## src/rtl/mii_rx_pkg.sv

```systemverilog
package mii_rx_pkg;
  parameter int unsigned NIB_W  = 4;
  localparam int unsigned BYTE_W = 2 * NIB_W;

  typedef enum logic [2:0] {
    ST_IDLE,
    ST_PRE,
    ST_DROP,
    ST_DATA,
    ST_TAIL
  } hunt_state_e;

  // first nibble on the line is the low half of the byte
  function automatic logic [BYTE_W-1:0] join_nibbles(input logic [NIB_W-1:0] first_nib,
                                                     input logic [NIB_W-1:0] second_nib);
    return {second_nib, first_nib};
  endfunction
endpackage

```

## src/rtl/rx_reset_sync.sv

```systemverilog
module rx_reset_sync #(
  parameter int unsigned STAGES = 2
) (
  input  logic clk,
  input  logic arst_n,
  output logic rst_n
);
  localparam int unsigned LAST = STAGES - 1;

  logic [LAST:0] chain;

  always_ff @(posedge clk or negedge arst_n) begin
    if (!arst_n) chain <= '0;
    else         chain <= {chain[LAST-1:0], 1'b1};
  end

  assign rst_n = chain[LAST];

  // the local reset is low whenever the system reset is low
  a_r10_low_in_reset: assert property (@(posedge clk) !arst_n |-> !rst_n);
endmodule

```

## src/rtl/rx_sfd_packer.sv

```systemverilog
module rx_sfd_packer
  import mii_rx_pkg::*;
#(
  parameter logic [NIB_W-1:0] PRE_NIB = 4'h5,
  parameter logic [NIB_W-1:0] SFD_NIB = 4'hD
) (
  input  logic              clk,
  input  logic              rst_n,
  input  logic              dv,
  input  logic [NIB_W-1:0]  nib,
  output logic              emit,
  output logic [BYTE_W-1:0] emit_byte,
  output logic              emit_first,
  output logic              emit_last
);
  hunt_state_e       state;
  logic              phase;
  logic [NIB_W-1:0]  lo_nib;
  logic [BYTE_W-1:0] pend_byte;
  logic              pend_valid;
  logic              pend_first;

  // named internal events
  logic byte_done;
  logic frame_end_now;
  logic slot;

  assign byte_done     = (state == ST_DATA) && dv && phase;
  assign frame_end_now = ((state == ST_DATA) && !dv && phase) || (state == ST_TAIL);
  assign slot          = byte_done || frame_end_now;

  assign emit       = slot && pend_valid;
  assign emit_byte  = pend_byte;
  assign emit_first = pend_first;
  assign emit_last  = frame_end_now;

  always_ff @(posedge clk or negedge rst_n) begin
    if (!rst_n) begin
      state      <= ST_IDLE;
      phase      <= 1'b0;
      lo_nib     <= '0;
      pend_byte  <= '0;
      pend_valid <= 1'b0;
      pend_first <= 1'b0;
    end else begin
      case (state)
        ST_IDLE: begin
          phase      <= 1'b0;
          pend_valid <= 1'b0;
          if (dv) state <= (nib == PRE_NIB) ? ST_PRE : ST_DROP;
        end
        ST_PRE: begin
          if (!dv)                 state <= ST_IDLE;
          else if (nib == SFD_NIB) begin
            state <= ST_DATA;
            phase <= 1'b0;
          end
          else if (nib != PRE_NIB) state <= ST_DROP;
        end
        ST_DROP: begin
          if (!dv) state <= ST_IDLE;
        end
        ST_DATA: begin
          if (dv) begin
            if (!phase) begin
              lo_nib <= nib;
              phase  <= 1'b1;
            end else begin
              pend_byte  <= join_nibbles(lo_nib, nib);
              pend_first <= !pend_valid;
              pend_valid <= 1'b1;
              phase      <= 1'b0;
            end
          end else if (phase) begin
            state      <= ST_IDLE;
            pend_valid <= 1'b0;
          end else begin
            state <= ST_TAIL;
            phase <= 1'b1;
          end
        end
        ST_TAIL: begin
          state      <= ST_IDLE;
          pend_valid <= 1'b0;
        end
        default: state <= ST_IDLE;
      endcase
    end
  end

  // released bytes are at least two cycles apart
  a_r11_emit_spacing: assert property (@(posedge clk) disable iff (!rst_n)
    emit |=> !emit);
  // a delimiter seen mid-hunt leads straight to data collection
  a_r5_sfd_enters_data: assert property (@(posedge clk) disable iff (!rst_n)
    (state == ST_PRE && dv && nib == SFD_NIB) |=> (state == ST_DATA && !phase));
endmodule

```

## src/rtl/rx_byte_window.sv

```systemverilog
module rx_byte_window
  import mii_rx_pkg::*;
(
  input  logic              clk,
  input  logic              rst_n,
  input  logic              emit,
  input  logic [BYTE_W-1:0] emit_byte,
  input  logic              emit_first,
  input  logic              emit_last,
  output logic [BYTE_W-1:0] out_data,
  output logic              out_sof,
  output logic              out_eof,
  output logic              out_valid
);
  logic win_first;
  logic last_hold;

  always_ff @(posedge clk or negedge rst_n) begin
    if (!rst_n) begin
      out_data  <= '0;
      out_sof   <= 1'b0;
      out_eof   <= 1'b0;
      out_valid <= 1'b0;
      win_first <= 1'b0;
      last_hold <= 1'b0;
    end else if (emit) begin
      out_data  <= emit_byte;
      out_sof   <= emit_first;
      out_eof   <= emit_last;
      out_valid <= 1'b1;
      win_first <= 1'b1;
      last_hold <= emit_last;
    end else begin
      out_sof   <= 1'b0;
      out_eof   <= 1'b0;
      win_first <= 1'b0;
      if (!win_first && last_hold) out_valid <= 1'b0;
    end
  end

  // a byte stays for its second cycle
  a_r1_hold_two: assert property (@(posedge clk) disable iff (!rst_n)
    (out_valid && win_first) |=> (out_valid && $stable(out_data)));
  // start pulse lasts one cycle
  a_r2_sof_pulse: assert property (@(posedge clk) disable iff (!rst_n)
    out_sof |=> !out_sof);
  // end pulse lasts one cycle
  a_r3_eof_pulse: assert property (@(posedge clk) disable iff (!rst_n)
    out_eof |=> !out_eof);
  // start pulse only with valid
  a_r4_sof_valid: assert property (@(posedge clk) disable iff (!rst_n)
    out_sof |-> out_valid);
endmodule

```

## src/rtl/mii_rx_framer.sv

```systemverilog
module mii_rx_framer
  import mii_rx_pkg::*;
#(
  parameter int unsigned      SYNC_STAGES = 2,
  parameter logic [NIB_W-1:0] PRE_NIB     = 4'h5,
  parameter logic [NIB_W-1:0] SFD_NIB     = 4'hD
) (
  input  logic              clk_rx,
  input  logic              sys_rst_n,
  input  logic              mii_dv,
  input  logic [NIB_W-1:0]  mii_nib,
  output logic              rx_rst_n,
  output logic [BYTE_W-1:0] host_data,
  output logic              host_sof,
  output logic              host_eof,
  output logic              host_valid
);
  logic              emit;
  logic [BYTE_W-1:0] emit_byte;
  logic              emit_first;
  logic              emit_last;

  rx_reset_sync #(.STAGES(SYNC_STAGES)) u_rst (
    .clk    (clk_rx),
    .arst_n (sys_rst_n),
    .rst_n  (rx_rst_n)
  );

  rx_sfd_packer #(.PRE_NIB(PRE_NIB), .SFD_NIB(SFD_NIB)) u_pack (
    .clk        (clk_rx),
    .rst_n      (rx_rst_n),
    .dv         (mii_dv),
    .nib        (mii_nib),
    .emit       (emit),
    .emit_byte  (emit_byte),
    .emit_first (emit_first),
    .emit_last  (emit_last)
  );

  rx_byte_window u_win (
    .clk        (clk_rx),
    .rst_n      (rx_rst_n),
    .emit       (emit),
    .emit_byte  (emit_byte),
    .emit_first (emit_first),
    .emit_last  (emit_last),
    .out_data   (host_data),
    .out_sof    (host_sof),
    .out_eof    (host_eof),
    .out_valid  (host_valid)
  );

  // no strobe escapes while the receive reset is low
  a_r12_quiet_in_reset: assert property (@(posedge clk_rx)
    !rx_rst_n |-> (!host_valid && !host_sof && !host_eof));
endmodule

```

## config.mk

```make
export PLATFORM = sky130hd
export DESIGN_NAME = mii_rx_framer
export DESIGN_NICKNAME = d
export VERILOG_FILES = /design/src/rtl/mii_rx_pkg.sv /design/src/rtl/rx_reset_sync.sv /design/src/rtl/rx_sfd_packer.sv /design/src/rtl/rx_byte_window.sv /design/src/rtl/mii_rx_framer.sv
export SDC_FILE = /design/constraint.sdc
export NUM_CORES = 1
export LEC_CHECK = 0
export BUFFER_PORTS_ARGS = -buffer_cell sky130_fd_sc_hd__buf_2
export CORE_ASPECT_RATIO = 1.25
export CORE_MARGIN = 2
export CORE_UTILIZATION = 55
export CTS_CLUSTER_DIAMETER = 40
export CTS_CLUSTER_SIZE = 8
export DETAILED_ROUTE_END_ITERATION = 6
export GPL_TIMING_DRIVEN = 1
export PLACE_DENSITY_LB_ADDON = 0.2
export SLEW_MARGIN = 30
export SYNTH_ARGS = -nofsm -noshare
export SYNTH_HDL_FRONTEND = slang
export SYNTH_HIERARCHICAL = 1
export SYNTH_SLANG_ARGS = --single-unit
```

## constraint.sdc

```tcl
create_clock -name clk_rx -period 1.52 [get_ports clk_rx]
set_clock_uncertainty 0.05 [all_clocks]
set_input_delay 0.152 -clock clk_rx [delete_from_list [all_inputs] [get_ports clk_rx]]
set_output_delay 0.152 -clock clk_rx [all_outputs]
set_load 0.02 [all_outputs]
```

==> impl_summary.md <==
Run status
The flow ran to the end, but the final reports show violations. The final reports fail on setup timing.

Synth
The netlist area before placement is 1403 sq um. For this run, the register share of the synthesized area comes to 0.5888. Averaged over all synthesized cells, the footprint is 14.76 sq um. For this run, the number of Yosys warnings is 6. Yosys mapped the design onto 28 distinct sky130hd cell types. In this run, synthesis produced a sequential element count of 33. The gate count of the mapped netlist is 95.

The post-synthesis net count is 102.

Timing
For the finished layout, the period the worst path requires is 1533 ps. The final-report max-slew violation count is 0. The number of failing hold endpoints at the final stage is 0. Setup repair after global routing could not meet its margin everywhere. Setup violations remaining at the end of the flow were counted as 6.

After routing, the total negative slack on setup checks comes to -42.61 ps. Dividing the final minimum period by the clock period gives 1.009. After layout, the worst setup slack is -13.38 ps. The highest achievable clock rate is 0.6522 GHz.

Setup path
In this design, the critical path's most frequently occurring cell is buf_6. The startpoint identified for the worst register-to-register timing path is u_pack/state[2]. The endpoint kind of the worst setup timing path is a register. The cell class contributing the biggest share of worst-path delay is flip-flops. At the worst endpoint, the arrival time is 1710 ps. The worst setup path is launched from a register.

The slack of the worst reg-to-reg path is -10 ps. The critical path goes through buf_6, nand3b_4, nor3b_4, buf_6, mux2_4. The worst path buffer plus inverter count is 2. Of all nets on the critical path, the largest fanout is 5. The critical path class is register to register. On the worst path, the slowest cell contributes a delay of 400 ps. The end of the worst register-to-register path is u_pack/lo_nib[3]. The slowest stage of the critical path belongs to the cell dfrtp_1. For the worst flop-to-flop path, the logic depth is 5. The required time of the critical path is 1700 ps.

Floorplan
The placeable core area is 2427 sq um. The die is 49.17 um wide. For this configuration, the core starts out at a cell density of 0.5778. The area of the die is 2973 sq um. The number of rows created at floorplan is 20. From bottom edge to top edge, the die measures 60.46 um.

The number of ports placed on the die boundary is 19.

Detailed routing
The total iterations of the first detailed-routing run is 4. The detailed-route via count is 889. Dividing the detail-routed wire length by the instance count gives 15.58 um. In the routed layout, each cell is associated on average with a via count of 5.292.

The number of antenna-violating nets in the routed design is 0. After detailed routing, the number of remaining DRC violations is 0. The first routing iteration left 18 violations. For this block, the routed nets add up to 2.617 mm of wire.

Clock tree
The later pin in the worst-skew pair is clocked with a latency of 330 ps. The TritonCTS sink count is 33. The number of H-tree levels is 2. The clock input transition at the sequential cells of the worst setup and hold paths is 100 ps. The longest clock path from root to sink contains 2 buffers.

In this run, CTS created clock tree buffers numbering 5. The CTS root buffer is clkbuf_4. The CTS tree is built.

Pwr
The total chip power is 1.826 mW. The peak supply drop is 0.8658 mV. The reported leakage power is 0.9213 nW.

The power per cell area is 1028 nW/um^2.

Global route
The initial antenna violation count is 0. The largest net degree at the start of global routing is 32. For this run, global-route usage on met3 was measured as 0.06650.

The most used routing layer is met2. The number of global-route vias before repair is 888. In the global route stage, met2 resource usage came out at 0.3378.

The global-route congestion overflow total is 0. For this run, the total global-route usage over all layers was measured as 0.1999. The first global-routing pass estimated 4.202 mm of wire. The global-route track usage on met1 is 0.2255.

Layout
In the final design database the tool counted 141 nets. In the final layout, flip-flops and latches occupy 827.0 sq um. The design area is 1775 sq um. For this run, the number of standard cells in the final layout without fillers is 168.

In the final layout, the multi-input gates occupy 566.8 sq um. The layout-stage area growth over the synthesis result is 26.58%. The share of cells above drive strength 1 is 0.5556. The antenna diode count is 0. Counting the fill cells in the layout gives 169. Once layout is complete, the utilization of the core stands at 0.7314.

Placement
Once placement completed, the tool counted placed cells totaling 150. At the end of routability-driven placement, the weighted congestion stood at 0.8069. During placement, the flow inserted port buffers numbering 18. Summing all placed instances gives a cell area of 1570 sq um. Summed over all nets, the half-perimeter wirelength after detailed placement is 1.714 mm.

Min path
The worst-case hold path end point is u_pack/lo_nib[1]. The startpoint of the most critical hold path is mii_nib[1]. The classification of the worst-slack hold path is input pin to register.

The number of cells on the worst hold path is 2.

Run
The max-cap check violation count is 0.
through the flow:
step,hold WS [ps],worst slack [ps]
2_1_floorplan,-193.6,-67.91
3_3_place_gp,-112.0,-26.63
3_5_place_dp,-111.5,-56.58
4_1_cts,11.49,-45.68
5_1_grt,2.192,-59.44
6_report,21.02,-13.38
per-layer routing:
layer	up-vias	part of all wire
met1	448	0.42
li1	415	-
met3	9	0.039
met2	17	0.51
met4	0	0.027
met5	-	0
placed cells by master, fill, tap and decap left out, types with 2 or more instances in the layout:
cell type,count
dfrtp_1,32
mux2_4,13
and2_2,2
nand3b_1,2
mux2_2,9
nand2_1,3
nor2b_1,2
nor2_1,4
a21oi_1,2
buf_6,3
nor3_1,2
buf_4,12
inv_1,2
clkbuf_4,5
buf_2,18
nand2b_1,2
what timing repair did:
action	in CTS	in global routing
pin swaps	1	2
gates cloned	0	1
hold buffers	1	0
hold endpoints to repair	2	0
buffers inserted	3	5
setup endpoints to repair	9	21
resized for setup	3	6
state kept, by name, summed over array words and instances (netlist names), 2 cells and up:
name	cells
u_pack/emit_byte	8
u_win/out_data	8
u_pack/lo_nib	4
u_pack/state	3
u_rst/chain	2
worst reg2reg max path, delay by kind of cell, from the launching register on:
kind,cells,cell delay [ps]
flip-flops,1,400
AND/OR/NAND/NOR,2,400
buffers and inverters,2,290
multiplexers,1,290
area by class of cell:
type	count	area share
Clock inverter	2	0.02114
Tap cell	33	0.02326
Clock buffer	6	0.02889
Inverter	2	0.004228
Multi-Input combinational cell	57	0.3192
Sequential cell	33	0.4658
Timing Repair Buffer	35	0.1374
worst max path at each step:
stage | startpoint | to | slack [ps] | depth (start not counted)
after global placement | u_pack/state[2] | u_pack/lo_nib[3] | -30 | 4
after CTS | u_pack/state[2] | u_pack/lo_nib[2] | -50 | 5
after global routing | u_pack/state[2] | u_pack/lo_nib[3] | -60 | 5
final | u_pack/state[2] | u_pack/lo_nib[3] | -10 | 5
after detailed placement | u_pack/state[2] | u_pack/lo_nib[2] | -60 | 4
after floorplan | u_pack/state[1] | u_win/last_hold | -70 | 6
synth_stat cells:
library cell  instances  area [sq um]
a21o_2                1         8.760
a21oi_1               3         15.01
a31oi_1               1         6.260
a32o_1                1         10.01
and2_2                2         15.01
and3b_1               1         8.760
and3b_2               1         10.01
buf_4                 1         7.510
buf_6                 3         33.78
conb_1                1         3.750
dfrtp_1              33         825.8
inv_1                 2         7.510
mux2_2               15         168.9
mux2_4                7         105.1
nand2_1               3         11.26
nand2b_1              2         12.51
nand3_1               1         5.000
nand3b_1              2         15.01
nand3b_4              1         20.02
nand4_4               1         21.27
nor2_1                4         15.01
nor2b_1               2         12.51
nor2b_4               1         13.76
nor3_1                2         10.01
nor3b_4               1         18.77
o21ai_0               1         5.000
o31ai_1               1         7.510
o32ai_1               1         8.760
where the power goes:
part | switching, mW | leakage, nW | internal (mW)
logic | 0.0765 | 0.433 | 0.0963
registers | 0.0331 | 0.444 | 0.936
clock network | 0.293 | 0.0445 | 0.391
logic make-up after synthesis:
group | share of synthesized area
AOI/OAI and AO/OA | 0.04371
buffers and inverters | 0.03479
DFF | 0.5888
muxes | 0.1954
other | 0.002674
and+or+nand+nor | 0.1347
(Power assumes the default switching activity.)
